### src/rtl/srseq_pkg.sv
package srseq_pkg;

  typedef enum logic [2:0] {
    ST_IDLE,
    ST_ENTER,
    ST_IN_SR,
    ST_WAIT_CLK,
    ST_XSNR_WAIT,
    ST_DLL_RST,
    ST_DLL_WAIT,
    ST_READY
  } seqState_t;

  // Strobes from control to datapath
  typedef struct packed {
    logic issueSre;   // drive refresh with clock enable low
    logic raiseCke;   // raise clock enable and load exit-recovery count
    logic issueMrs;   // drive DLL-reset mode write
    logic loadDll;    // load post-reset padding count
  } seqStrobe_t;

  // {csN, rasN, casN, weN}
  localparam logic [3:0] CMD_NOP = 4'b0111;
  localparam logic [3:0] CMD_REF = 4'b0001;
  localparam logic [3:0] CMD_MRS = 4'b0000;

endpackage

### src/rtl/srSeqCtrl.sv
module srSeqCtrl
  import srseq_pkg::*;
(
  input  logic       clk,
  input  logic       rstN,
  input  logic       enterReq,
  input  logic       exitReq,
  input  logic       clkStable,
  input  logic       cntZero,
  output seqState_t  state,
  output seqStrobe_t strobe,
  output logic       enterAck,
  output logic       exitAck,
  output logic       ready
);

  seqState_t stateNext;

  always_comb begin
    stateNext = state;
    strobe    = '0;
    unique case (state)
      ST_IDLE: if (enterReq) begin
        stateNext       = ST_ENTER;
        strobe.issueSre = 1'b1;
      end
      ST_ENTER:    stateNext = ST_IN_SR;
      ST_IN_SR:    if (exitReq) stateNext = ST_WAIT_CLK;
      ST_WAIT_CLK: if (clkStable) begin
        stateNext       = ST_XSNR_WAIT;
        strobe.raiseCke = 1'b1;
      end
      ST_XSNR_WAIT: if (cntZero) begin
        stateNext       = ST_DLL_RST;
        strobe.issueMrs = 1'b1;
      end
      ST_DLL_RST: begin
        stateNext      = ST_DLL_WAIT;
        strobe.loadDll = 1'b1;
      end
      ST_DLL_WAIT: if (cntZero) stateNext = ST_READY;
      ST_READY:    stateNext = ST_IDLE;
      default:     stateNext = ST_IDLE;
    endcase
  end

  always_ff @(posedge clk) begin
    if (!rstN) begin
      state    <= ST_IDLE;
      enterAck <= 1'b0;
      exitAck  <= 1'b0;
    end else begin
      state    <= stateNext;
      enterAck <= (state == ST_IDLE) && enterReq;
      exitAck  <= (state == ST_IN_SR) && exitReq;
    end
  end

  assign ready = (state == ST_READY);

  // entry state is only reached from idle
  assert_enter_from_idle_R8: assert property (@(posedge clk) disable iff (!rstN)
    (state == ST_ENTER) |-> ($past(state) == ST_IDLE));

  // the wait-for-clock state is first entered only from self refresh with a request
  assert_exit_from_sr_R9: assert property (@(posedge clk) disable iff (!rstN)
    (state == ST_WAIT_CLK && $past(state) != ST_WAIT_CLK) |-> $past(state == ST_IN_SR && exitReq));

  // exit acknowledge is a single-cycle pulse
  assert_exit_ack_pulse_R10: assert property (@(posedge clk) disable iff (!rstN)
    exitAck |=> !exitAck);

  // ready is a single-cycle pulse followed by idle
  assert_ready_pulse_R7: assert property (@(posedge clk) disable iff (!rstN)
    ready |=> (!ready && state == ST_IDLE));

endmodule

### src/rtl/srSeqDp.sv
module srSeqDp
  import srseq_pkg::*;
#(
  parameter int              ADDR_W       = 13,
  parameter int              XSNR_CYC     = 200,
  parameter int              DLL_WAIT_CYC = 200,
  parameter logic [ADDR_W-1:0] MODE_BASE  = 13'h022,
  parameter int              DLL_RST_BIT  = 8,
  parameter logic [1:0]      MRS_BANK     = 2'b00
) (
  input  logic              clk,
  input  logic              rstN,
  input  seqStrobe_t        strobe,
  output logic              cntZero,
  output logic              cke,
  output logic [3:0]        cmd,
  output logic [1:0]        ba,
  output logic [ADDR_W-1:0] addr
);

  localparam int CNT_MAX = (XSNR_CYC > DLL_WAIT_CYC) ? XSNR_CYC : DLL_WAIT_CYC;
  localparam int CNT_W   = $clog2(CNT_MAX + 1);
  localparam logic [CNT_W-1:0]  XSNR_LOAD = CNT_W'(XSNR_CYC - 1);
  localparam logic [CNT_W-1:0]  DLL_LOAD  = CNT_W'(DLL_WAIT_CYC - 1);
  localparam logic [ADDR_W-1:0] MRS_ADDR  = MODE_BASE | (ADDR_W'(1) << DLL_RST_BIT);

  logic [CNT_W-1:0] cnt;

  assign cntZero = (cnt == '0);

  always_ff @(posedge clk) begin
    if (!rstN) begin
      cnt <= '0;
    end else if (strobe.raiseCke) begin
      cnt <= XSNR_LOAD;
    end else if (strobe.loadDll) begin
      cnt <= DLL_LOAD;
    end else if (!cntZero) begin
      cnt <= cnt - 1'b1;
    end
  end

  always_ff @(posedge clk) begin
    if (!rstN) begin
      cke  <= 1'b1;
      cmd  <= CMD_NOP;
      ba   <= 2'b00;
      addr <= '0;
    end else begin
      if (strobe.issueSre)      cke <= 1'b0;
      else if (strobe.raiseCke) cke <= 1'b1;
      if (strobe.issueSre)      cmd <= CMD_REF;
      else if (strobe.issueMrs) cmd <= CMD_MRS;
      else                      cmd <= CMD_NOP;
      ba   <= strobe.issueMrs ? MRS_BANK : 2'b00;
      addr <= strobe.issueMrs ? MRS_ADDR : '0;
    end
  end

  // a mode write only follows an expired exit-recovery count
  assert_mrs_after_count_R5: assert property (@(posedge clk) disable iff (!rstN)
    (cmd == CMD_MRS) |-> $past(cntZero));

  // refresh is always driven with clock enable low
  assert_ref_cke_low_R2: assert property (@(posedge clk) disable iff (!rstN)
    (cmd == CMD_REF) |-> !cke);

endmodule

### src/rtl/srSeqTop.sv
module srSeqTop
  import srseq_pkg::*;
#(
  parameter int                ADDR_W       = 13,
  parameter int                XSNR_CYC     = 200,
  parameter int                DLL_WAIT_CYC = 200,
  parameter logic [ADDR_W-1:0] MODE_BASE    = 13'h022,
  parameter int                DLL_RST_BIT  = 8
) (
  input  logic              clk,
  input  logic              rstN,
  input  logic              enterReq,
  input  logic              exitReq,
  input  logic              clkStable,
  output logic              enterAck,
  output logic              exitAck,
  output logic              ready,
  output logic              cke,
  output logic              csN,
  output logic              rasN,
  output logic              casN,
  output logic              weN,
  output logic [1:0]        ba,
  output logic [ADDR_W-1:0] addr
);

  seqState_t  state;
  seqStrobe_t strobe;
  logic       cntZero;
  logic [3:0] cmd;

  srSeqCtrl uCtrl (
    .clk(clk), .rstN(rstN), .enterReq(enterReq), .exitReq(exitReq),
    .clkStable(clkStable), .cntZero(cntZero), .state(state), .strobe(strobe),
    .enterAck(enterAck), .exitAck(exitAck), .ready(ready)
  );

  srSeqDp #(
    .ADDR_W(ADDR_W), .XSNR_CYC(XSNR_CYC), .DLL_WAIT_CYC(DLL_WAIT_CYC),
    .MODE_BASE(MODE_BASE), .DLL_RST_BIT(DLL_RST_BIT), .MRS_BANK(2'b00)
  ) uDp (
    .clk(clk), .rstN(rstN), .strobe(strobe), .cntZero(cntZero),
    .cke(cke), .cmd(cmd), .ba(ba), .addr(addr)
  );

  assign {csN, rasN, casN, weN} = cmd;

  // clock enable stays low throughout self refresh
  assert_sr_cke_low_R3: assert property (@(posedge clk) disable iff (!rstN)
    (state == ST_IN_SR || state == ST_WAIT_CLK) |-> (!cke && cmd == CMD_NOP));

  // clock enable rises only after the clock was reported stable
  assert_cke_rise_gated_R4: assert property (@(posedge clk) disable iff (!rstN)
    $rose(cke) |-> $past(clkStable));

  // ready coincides with NOP and clock enable high
  assert_ready_nop_R7: assert property (@(posedge clk) disable iff (!rstN)
    ready |-> (cke && cmd == CMD_NOP));

  // handshake pulses never overlap
  assert_pulses_exclusive_R8: assert property (@(posedge clk) disable iff (!rstN)
    $onehot0({enterAck, exitAck, ready}));

endmodule

### config.mk
export PLATFORM = sky130hd
export DESIGN_NAME = srSeqTop
export DESIGN_NICKNAME = d
export VERILOG_FILES = /design/src/rtl/srseq_pkg.sv /design/src/rtl/srSeqCtrl.sv /design/src/rtl/srSeqDp.sv /design/src/rtl/srSeqTop.sv
export SDC_FILE = /design/constraint.sdc
export NUM_CORES = 1
export LEC_CHECK = 0
export BUFFER_PORTS_ARGS = -buffer_cell sky130_fd_sc_hd__buf_4
export CAP_MARGIN = 20
export CORE_UTILIZATION = 30
export CTS_CLUSTER_SIZE = 30
export DETAILED_ROUTE_END_ITERATION = 7
export RECOVER_POWER = 100
export SYNTH_ARGS = -nofsm -noshare
export SYNTH_HDL_FRONTEND = slang
export SYNTH_SLANG_ARGS = --single-unit
### constraint.sdc
create_clock -name clk -period 4.15 [get_ports clk]
set_input_delay 0.2075 -clock clk [delete_from_list [all_inputs] [get_ports clk]]
set_output_delay 0.2075 -clock clk [all_outputs]
set_load 0.1 [all_outputs]
==> results of run 1 <==
[worst max path at each step]
stage / start / to / cells after the start / slack, ns
final: uCtrl.state[1] / ready / 3 / 1.98
after global routing: uCtrl.state[1] / ready / 3 / 1.86
after CTS: uDp.cnt[0] / uDp.cnt[1] / 5 / 2.37
after detailed placement: uDp.cnt[0] / uDp.cnt[1] / 5 / 2.42
after global placement: uDp.cnt[0] / uDp.cnt[1] / 5 / 2.49
after floorplan: uCtrl.state[1] / ready / 3 / 2.03
[registers in the layout (all words and copies together) (netlist names)]
register        flops
uCtrl.enterAck      1
uCtrl.exitAck       1
uDp.cnt             8
uDp.addr            1
uDp.cke             1
uCtrl.state         3
uDp.cmd             2
[final cells by class]
cell class | instances | area, sq um
sequential | 17 | 340
multi-input combinational | 75 | 470
clock buffer | 3 | 22.5
inverter | 5 | 18.8
fill | 309 | 1870
clock inverter | 1 | 5.00
tap | 31 | 38.8
timing repair buffer | 14 | 67.6
[power groups by stage]
| stage | combinational (W) | sequential (W) | clock [W] |
|---|---|---|---|
| 2_1_floorplan | 0.000265 | 0.000254 | 0 |
| 3_3_place_gp | 0.000319 | 0.000243 | 0 |
| 3_5_place_dp | 0.000324 | 0.000243 | 0 |
| 4_1_cts | 0.000326 | 0.000240 | 0.0000928 |
| 5_1_grt | 0.000355 | 0.000245 | 0.0000976 |
| 6_report | 0.000322 | 0.000242 | 0.0000904 |
[stage by stage]
step                util (%)  setup WS, ns
floorplan                  -          2.03
global placement        34.5          2.49
detailed placement      34.5          2.42
CTS                     35.4          2.37
global route            34.1          1.86
finish                  34.1          1.98
[layout by cell type (no fill, tap or decap), drive strengths merged, types with 2 or more instances in the layout]
cell and n:
o21ai 5, inv 5, nor2 5, a31oi 6
nor3 4, dfxtp 17, clkbuf 13, or3 2
nand2 3, or4 4, conb 13, buf 4
and4b 3, a21oi 2, or2 3, ha 2
nand2b 5
[metal layers]
metal | vias up | GRT usage (%) | part of all wire (%)
li1 | 368 | - | -
met1 | 347 | 13.5 | 45
met2 | 23 | 20.3 | 48
met3 | 4 | 1.36 | 3.4
met4 | 0 | 9.41 | 3.1
met5 | - | 0 | 0
[cell families after synthesis]
kind of cell | count (synthesis) | share of synthesized area (%)
AO/OA/AOI/OAI | 22 | 16.0
XOR/XNOR | 2 | 1.92
adder cells (fa/ha/maj) | 2 | 2.74
buffers and inverters | 23 | 16.0
flip-flops | 17 | 37.3
other | 1 | 0.411
AND/OR/NAND/NOR | 36 | 25.6
==> parameters.txt, run 1 <==
Parameter                              Value

Critical path
  Category of the critical setup timing path ... reg2out
  Slowest stage delay, CP ... 0.87 ns
  Critical Path Slowest Stage Cell ... sky130_fd_sc_hd__clkbuf_1
  CP Buf/Inv Count ... 1
  Maximum fanout along the worst path ... 11
  CP Data Arrival Time ... around 2 ns
  Crit Reg-Reg Startpoint ... uDp.cnt[0]
  End of the worst register-to-register path ... uDp.cnt[1]
  Crit-path leading delay family ... buffers and inverters
  CP Cell Sequence ... nand2_1 > nor2_1 > clkbuf_1
  Reg2reg setup slack ... 2.36 ns
  Type of destination of the critical path ... output pin
  Length in cells of the worst reg-to-reg path ... 5
  Kind of start point of the critical path ... register
  Required time worst endpoint ... 3.94 ns

Layout
  Area growth from synthesis to final layout ... 5.48%
  Final Instance Count excl. Fillers ... 146
  Antenna cells ... 0
  Post-Layout Inst Area ... between 900 and 1000 sq um
  # nets final ... 123
  Ratio of cells with drive above 1 in the final layout ... between 10 and 15%

Yosys
  Largest cells by area after synthesis ... sky130_fd_sc_hd__dfxtp_1 (37%), sky130_fd_sc_hd__buf_4 (13%), sky130_fd_sc_hd__a31oi_1 (4.1%)
  Synthesis Warnings ... 0
  Post-synthesis average cell area ... 8.87 sq um
  Main synth FF type ... sky130_fd_sc_hd__dfxtp_1
  Most frequent cell after synthesis ... sky130_fd_sc_hd__dfxtp_1
  Synthesized instance count ... between 100 and 150
  Largest area contributor in the netlist ... sky130_fd_sc_hd__dfxtp_1
  EDFF count, synth ... 0
  Synthesized flop and latch total ... 17
  Share of the synthesized area in the top cell type ... 37.3%
  Post-synth design cell area ... 913 sq um
  Commonest cells in the synthesized netlist ... sky130_fd_sc_hd__dfxtp_1 (17), sky130_fd_sc_hd__buf_4 (16), sky130_fd_sc_hd__a31oi_1 (6)
  Share of flip-flops with an asynchronous set or reset after synthesis ... 0%
  Share of synthesized area occupied by flip-flops and latches ... 37.3%
  Number of unique standard cell types used by synthesis ... 38

STA
  Fmax ... 460 MHz
  Relative slew slack ... approximately 23%
  # setup viols final ... 0
  RSZ-0062 raised after global routing ... no
  Clock Skew ... 0.0102 ns
  Fin crit share ... a little over half
  Max-slew violation count ... 0
  Hold slack ... roughly 0.16 ns
  Final hold violations ... 0
  Slew @ Worst Pin ... 1.17 ns
  Clock period minus worst slack ... 2.17 ns
  Post-Route Setup TNS ... 0 ns

Pwr
  Leak Pwr ... roughly 0.4 nW
  Seq pwr share ... 37.0%
  Power density over cell area ... just under 700 nW/um^2
  Switching power as a share of total power ... 45.5%
  Peak ir drop on the vdd network ... 0.174 mV
  Switching power total ... 0.000298 W
  Power share of the clock group ... between 10% and 20%
  Internal power component ... ~0.00036 W
  Fraction of power consumed by combinational cells ... 49.2%
  Power Total ... 0.000655 W

GRT
  Grt ovf ... 0
  First-pass GRT wire length ... 2970 um
  Via count of the first global-routing pass ... 702
  Pin count of the biggest net entering global routing ... 12
  Initial antenna violation count ... 0
  Overall routing resource usage ... a little under an eighth

Placement
  Placer congestion estimate ... 0.835
  Placed instance area ... around 970 sq um
  Number of port buffers ... 14
  DP Wirelength ... 1270 um
  Dpl cells ... around 140

Detailed routing
  Final wirelength ... 1740 um
  Vias per cell ... 5.08
  DRC ... 4
  Iteration count of the initial detailed-routing pass ... 6
  Antenna-violating nets left ... 0
  Number of vias after detailed routing ... 742
  Post-detailed-route wirelength per cell ... 11.9 um
  DRT iter0 DRCs ... 17

Floorplanning
  # IOs ... 28
  Starting density of the core ... between 30% and 40%
  Die Span Y ... 57.2 um
  Width of the chip ... 57.2 um
  Floorplan die area ... 3270 sq um
  Core footprint ... around 2800 sq um
  Placement Rows ... 19

Clock network
  Setup repair bufs after CTS ... 0
  Root cell of the clock tree ... sky130_fd_sc_hd__clkbuf_4
  Clock edge transition at the registers on the reported setup and hold paths ... between 0.1 and 0.15 ns
  Clock sink total ... 17
  CTS resizes ... 0
  Clock latency reported for the late side of the worst-skew pair ... 0.30 ns
  Number of buffers created by CTS ... 3
  Clock tree from TritonCTS ... done
  Htree depth ... 1
  Number of buffers on the longest clock path ... 2
  Number of hold-repair buffers added at the cts stage ... 0

Worst hold path
  Min-delay worst type ... in2reg
  WHS Endpoint ... uDp.cke
  Cell depth of the worst min-delay path ... 2
  Origin of the worst min-delay path ... rstN

Flow run
  Max-capacitance violation count ... 0

Outcome
  Violated checks ... DRC
  Run status ... finished with violations
No activity file was read; power rests on OpenSTA's default activity.
==> inputs of run 2 (changes only) <==
==> constraint.sdc (replaced) <==
create_clock -name clk -period 1.95 [get_ports clk]
set_input_delay 0.0975 -clock clk [delete_from_list [all_inputs] [get_ports clk]]
set_output_delay 0.0975 -clock clk [all_outputs]
set_load 0.1 [all_outputs]
==> run 2 against run 1 <==
Compared with the run above:
- sequential share of layout area decreased by 0.50 points
- first-iteration DRC count rose by 18%
- sequential power up 110%
- the run still ends with DRC left
- cell area rose by 1.4%
- register-to-register slack worse by 2.1 ns
- hold slack worse by 0.11 ns
- combinational power grew 120%
- utilization rose by 0.49 points
- largest cell class unchanged
- sequential cell count unchanged
- global-route usage decreased by 0.63 points
- non-clock buffer count grew 1
- clock skew fell by 0.0070 ns
==> parameters.txt, run 2 (same netlist as run 1, synthesis figures left out) <==
Parameter                              Value

Floorplanning
  Starting density of the core ... roughly a third
  Die Span Y ... 57.2 um
  Core footprint ... 2830 sq um
  Floorplan die area ... 3270 sq um
  # IOs ... 28
  Width of the chip ... 57.2 um
  Placement Rows ... 19

STA
  Post-Route Setup TNS ... 0 ns
  Final hold violations ... 0
  Relative slew slack ... 22.3%
  Fin crit share ... between 80 and 90%
  Clock period minus worst slack ... ~1.7 ns
  Slew @ Worst Pin ... 1.17 ns
  RSZ-0062 raised after global routing ... no
  Clock Skew ... 0.00319 ns
  Max-slew violation count ... 0
  Fmax ... 588 MHz
  # setup viols final ... 0

Layout
  Final Instance Count excl. Fillers ... 147
  Antenna cells ... 0
  # nets final ... 124
  Total of fill cells in the finished design ... ~300
  Max FFs per register ... 8
  Final standard cell utilization of the core ... ~35%
  Area growth from synthesis to final layout ... 6.99%
  Most common cell after layout, fill and taps aside ... sky130_fd_sc_hd__dfxtp_1
  Commonest cells after routing, fill and taps aside ... sky130_fd_sc_hd__dfxtp_1 (17), sky130_fd_sc_hd__conb_1 (13), sky130_fd_sc_hd__a31oi_1 (6), sky130_fd_sc_hd__clkbuf_1 (6)
  Post-Layout Inst Area ... 977 sq um
  Top register by number of flip-flops ... uDp.cnt
  Largest registers in the final layout ... uDp.cnt (8), uCtrl.state (3), uDp.cmd (2)
  Area of the multi-input gates ... ~470 sq um
  Ratio of cells with drive above 1 in the final layout ... between 15 and 20%
  Storage element area ... 340 sq um

Critical path
  Category of the critical setup timing path ... reg2reg
  Kind of start point of the critical path ... register
  CP Cell Sequence ... inv_1 > ha_1 > or4b_1 > o41ai_1 > a21oi_1
  Worst setup startpoint ... uDp.cnt[0]
  Crit-path leading delay family ... simple AND/OR/NAND/NOR gates
  CP Data Arrival Time ... 1.89 ns
  Crit Reg-Reg Startpoint ... uDp.cnt[0]
  Slowest stage delay, CP ... 0.55 ns
  Type of destination of the critical path ... register
  Maximum fanout along the worst path ... 5
  Critical Path Slowest Stage Cell ... sky130_fd_sc_hd__or4b_1
  CP Buf/Inv Count ... 1
  Required time worst endpoint ... 2.13 ns

Detailed routing
  DRC ... 3
  Number of vias after detailed routing ... around 750
  Iteration count of the initial detailed-routing pass ... 6
  Final wirelength ... about 1800 um
  Routed met1 length ... 783 um
  DRT iter0 DRCs ... 20
  Uppermost routed layer ... met4
  Post-detailed-route wirelength per cell ... around 12 um
  Vias per cell ... 5.12
  Antenna-violating nets left ... 0
  DR WL met3 ... 88 um
  Met2 wire length ... 894 um

Clock network
  Clock tree from TritonCTS ... done
  Clock edge transition at the registers on the reported setup and hold paths ... 0.11 ns
  Setup repair bufs after CTS ... 0
  Htree depth ... 1
  Clock latency reported for the late side of the worst-skew pair ... approximately 0.29 ns
  Number of buffers on the longest clock path ... 2
  Root cell of the clock tree ... sky130_fd_sc_hd__clkbuf_4
  Number of buffers created by CTS ... 3
  Number of hold-repair buffers added at the cts stage ... 0
  Clock sink total ... 17
  CTS resizes ... 0

Worst hold path
  Origin of the worst min-delay path ... rstN
  Min-delay worst type ... in2reg

GRT
  Overall routing resource usage ... a little under an eighth
  Via count of the first global-routing pass ... 668
  Grt ovf ... 0
  Pin count of the biggest net entering global routing ... 12
  First-pass GRT wire length ... 2860 um
  Initial antenna violation count ... 0

Outcome
  Run status ... finished with violations
  Violated checks ... DRC

Placement
  Number of port buffers ... 14
  Dpl cells ... 143
  Placed instance area ... 985 sq um
  Placer congestion estimate ... approximately 0.80
  DP Wirelength ... roughly 1300 um

Pwr
  Leak Pwr ... 0.420 nW
  Peak ir drop on the vdd network ... between 0.4 and 0.5 mV
  Power density over cell area ... 1450 nW/um^2

Flow run
  Max-capacitance violation count ... 0
## run 2: changes by cell type in the layout (fill, tap and decap cells not counted)
| cell | change |
|---|---|
| sky130_fd_sc_hd__clkbuf_1 | -4 |
| sky130_fd_sc_hd__and3b_2 | -1 |
| sky130_fd_sc_hd__clkinv_2 | -1 |
| sky130_fd_sc_hd__clkinvlp_4 | +1 |
| sky130_fd_sc_hd__and3b_1 | +1 |
| sky130_fd_sc_hd__clkbuf_2 | +5 |
| sky130_fd_sc_hd__nor2_1 | -1 |
| sky130_fd_sc_hd__nor2_2 | +1 |
## run 2: power by group
part           switching, W  total, W  internal [W]
registers         0.0000891  0.000514      0.000424
clock network      0.000121  0.000199     0.0000780
logic              0.000438  0.000701      0.000264
total              0.000648   0.00141      0.000766
## run 2: path summary, 6_finish.rpt
kind,to,slack (ns),cells past startpoint
worst max-delay path,uDp.cnt[0],0.25,5
worst min-delay path,uDp.cke,0.05,2
worst max register to register,uDp.cnt[0],0.25,5
worst min register to register,uDp.cnt[0],0.49,1
## run 2: routing by layer
| metal | up-vias | global-route usage [%] |
|---|---|---|
| met2 | 27 | 19.8 |
| met4 | 0 | 5.23 |
| met3 | 2 | 1.36 |
| met1 | 354 | 13.7 |
| li1 | 370 | - |
| met5 | - | 0 |
## run 2: layout make-up
cell class / instances / share of cell area (%)
Timing Repair Buffer: 15 / 7.94
Multi-Input combinational cell: 75 / 48.3
Clock buffer: 3 / 2.30
Clock inverter: 1 / 0.768
Tap cell: 31 / 3.97
Sequential cell: 17 / 34.8
Inverter: 5 / 1.92
## run 2: through the flow
step	worst slack [ns]	total power (W)	hold WS, ns
global route	0.179	0.00151	0.0484
global placement	0.276	0.00122	0.355
floorplan	0.391	0.00110	0.186
detailed placement	0.263	0.00124	0.356
finish	0.249	0.00141	0.0482
CTS	0.246	0.00144	0.0450
==> inputs of run 3 (changes only) <==
==> constraint.sdc (replaced) <==
create_clock -name clk -period 1.4 [get_ports clk]
set_input_delay 0.07 -clock clk [delete_from_list [all_inputs] [get_ports clk]]
set_output_delay 0.07 -clock clk [all_outputs]
set_load 0.1 [all_outputs]
==> run 3 against run 2 <==
Compared with the run above:
- the run ends with DRC, setup timing left
- sequential cell count did not move
- power rose by 76%
- maximum frequency rose by 9.6%
- sequential share of layout area fell by 6.3 points
- global-route usage rose by 1.6 points
- setup slack got worse by 0.40 ns
- first-iteration DRC count did not move
- sequential power rose by 39%
- clock power rose by 33%
- register-to-register slack got worse by 0.40 ns
- die area did not move
- critical path depth did not move
- critical endpoint is now uDp.cnt[4]
- largest power group unchanged
- highest routed layer unchanged
==> parameters.txt, run 3 (same netlist as run 1, synthesis figures left out) <==
Parameter                              Value

Layout
  Top register by number of flip-flops ... uDp.cnt
  Max FFs per register ... 8
  Post-Layout Inst Area ... 1210 sq um
  Largest registers in the final layout ... uDp.cnt (8), uCtrl.state (3), uDp.cmd (2)
  Ratio of cells with drive above 1 in the final layout ... roughly 44%
  Final standard cell utilization of the core ... 42.9%
  Commonest cells after routing, fill and taps aside ... sky130_fd_sc_hd__buf_4 (20), sky130_fd_sc_hd__conb_1 (13), sky130_fd_sc_hd__dfxtp_1 (12)
  # nets final ... ~140
  Final Instance Count excl. Fillers ... between 150 and 200
  Antenna cells ... 0
  Most common cell after layout, fill and taps aside ... sky130_fd_sc_hd__buf_4
  Area growth from synthesis to final layout ... 33.0%

STA
  Max-slew violation count ... 0
  # setup viols final ... 11
  Fmax ... 644 MHz
  RSZ-0062 raised after global routing ... yes
  Clock Skew ... 0.00913 ns
  Slew @ Worst Pin ... 0.541 ns
  Clock period minus worst slack ... 1.55 ns
  Final hold violations ... 0
  Fin crit share ... 111%
  Relative slew slack ... 64.1%
  Minimum setup slack in the final design ... -0.152 ns

Clock network
  Number of hold-repair buffers added at the cts stage ... 0
  Number of buffers created by CTS ... 3
  Htree depth ... 1
  Clock tree from TritonCTS ... done
  Clock latency reported for the late side of the worst-skew pair ... 0.28 ns
  Root cell of the clock tree ... sky130_fd_sc_hd__clkbuf_4
  Number of buffers on the longest clock path ... 2
  Clock edge transition at the registers on the reported setup and hold paths ... 0.11 ns
  Clock sink total ... 17

Placement
  Dpl cells ... 158
  Number of port buffers ... 14
  Post-Place Setup Slack ... -0.167 ns
  Placer congestion estimate ... 0.791
  DP Wirelength ... 1470 um
  Placed instance area ... between 1000 and 1500 sq um

Detailed routing
  DRC ... 2
  Post-detailed-route wirelength per cell ... 11.6 um
  Number of vias after detailed routing ... 792
  Iteration count of the initial detailed-routing pass ... 6
  Final wirelength ... 1910 um
  Antenna-violating nets left ... 0
  DRT iter0 DRCs ... 20
  Vias per cell ... about 4.8

Floorplanning
  Placement Rows ... 19
  # IOs ... 28
  Floorplan die area ... approximately 3300 sq um
  Width of the chip ... 57.2 um
  Core footprint ... 2830 sq um
  Starting density of the core ... 32.3%
  Die Span Y ... around 57 um

GRT
  Via count of the first global-routing pass ... 765
  Overall routing resource usage ... 12.9%
  First-pass GRT wire length ... 3340 um
  Grt ovf ... 0
  Pin count of the biggest net entering global routing ... 10
  Initial antenna violation count ... 0

Outcome
  Run status ... finished with violations
  Violated checks ... DRC, setup timing

Pwr
  Power density over cell area ... 2050 nW/um^2
  Peak ir drop on the vdd network ... 0.672 mV
  Leak Pwr ... 0.545 nW

Worst hold path
  Cell depth of the worst min-delay path ... 3
  WHS Endpoint ... uDp.cnt[0]
  Min-delay worst type ... in2reg
  Origin of the worst min-delay path ... rstN

Critical path
  Maximum fanout along the worst path ... 5
  Slowest stage delay, CP ... 0.53 ns
  Kind of start point of the critical path ... register
  Length in cells of the worst reg-to-reg path ... 5
  End of the worst register-to-register path ... uDp.cnt[4]
  Category of the critical setup timing path ... reg2reg
  Critical Path Slowest Stage Cell ... sky130_fd_sc_hd__or4b_4
  Required time worst endpoint ... 1.58 ns
  Crit-path leading delay family ... simple AND/OR/NAND/NOR gates
  CP Buf/Inv Count ... 1
  Reg2reg setup slack ... -0.15 ns
  Type of destination of the critical path ... register
  Crit Reg-Reg Startpoint ... uDp.cnt[0]
  CP Cell Sequence ... inv_2 > ha_4 > or4b_4 > nor2_4 > and4b_1
  CP Data Arrival Time ... 1.73 ns

Flow run
  Max-capacitance violation count ... 0
run 3: worst reg2reg max path: cells and delay by family (launching register included):
family / cells / cell delay (ns)
fa+ha+maj: 1 / 0.12
simple gates: 3 / 0.90
flops: 1 / 0.35
buf+inv: 1 / 0.07
run 3: layer usage:
layer / wire, um / global-route usage, % / vias up
met5: 0 / 0 / -
met4: 21 / 5.23 / 0
met3: 48 / 2.04 / 2
met2: 910 / 20.3 / 16
met1: 932 / 17.7 / 365
li1: - / - / 409
run 3: worst max-delay path by stage:
stage                from    endpoint  slack, ns  cells after the start
2_1_floorplan  uDp.cnt[5]  uDp.cnt[0]      -0.08                      3
3_3_place_gp   uDp.cnt[0]  uDp.cnt[6]      -0.13                      5
3_5_place_dp   uDp.cnt[0]  uDp.cnt[6]      -0.17                      5
4_1_cts        uDp.cnt[0]  uDp.cnt[4]      -0.13                      5
5_1_grt        uDp.cnt[0]  uDp.cnt[3]      -0.20                      5
6_report       uDp.cnt[0]  uDp.cnt[4]      -0.15                      5
run 3: where the power goes:
part | internal (W) | switching [W]
logic | 0.000726 | 0.000789
clock network | 0.000110 | 0.000154
registers | 0.000601 | 0.000111
run 3: area by class of cell:
cell class | count | area (sq um)
clock buffers | 4 | 26.3
multi-input cells | 75 | 547
repair buffers | 33 | 238
inverters | 5 | 18.8
fillers | 275 | 1610
well taps | 31 | 38.8
flip-flops and latches | 17 | 347
run 3: repair_timing:
action,4_1_cts,5_1_grt
resized for setup,11,6
buffers inserted,3,0
pin swaps,6,4
endpoints found under the setup margin,12,12
run 3: stage by stage:
stage,setup TNS (ns),hold WS (ns),power [W]
5_1_grt,-1.47,0.0272,0.00267
6_report,-0.880,0.0378,0.00249
2_1_floorplan,-0.218,0.159,0.00163
4_1_cts,-0.834,0.0350,0.00248
3_3_place_gp,-0.962,0.336,0.00202
3_5_place_dp,-1.20,0.341,0.00205
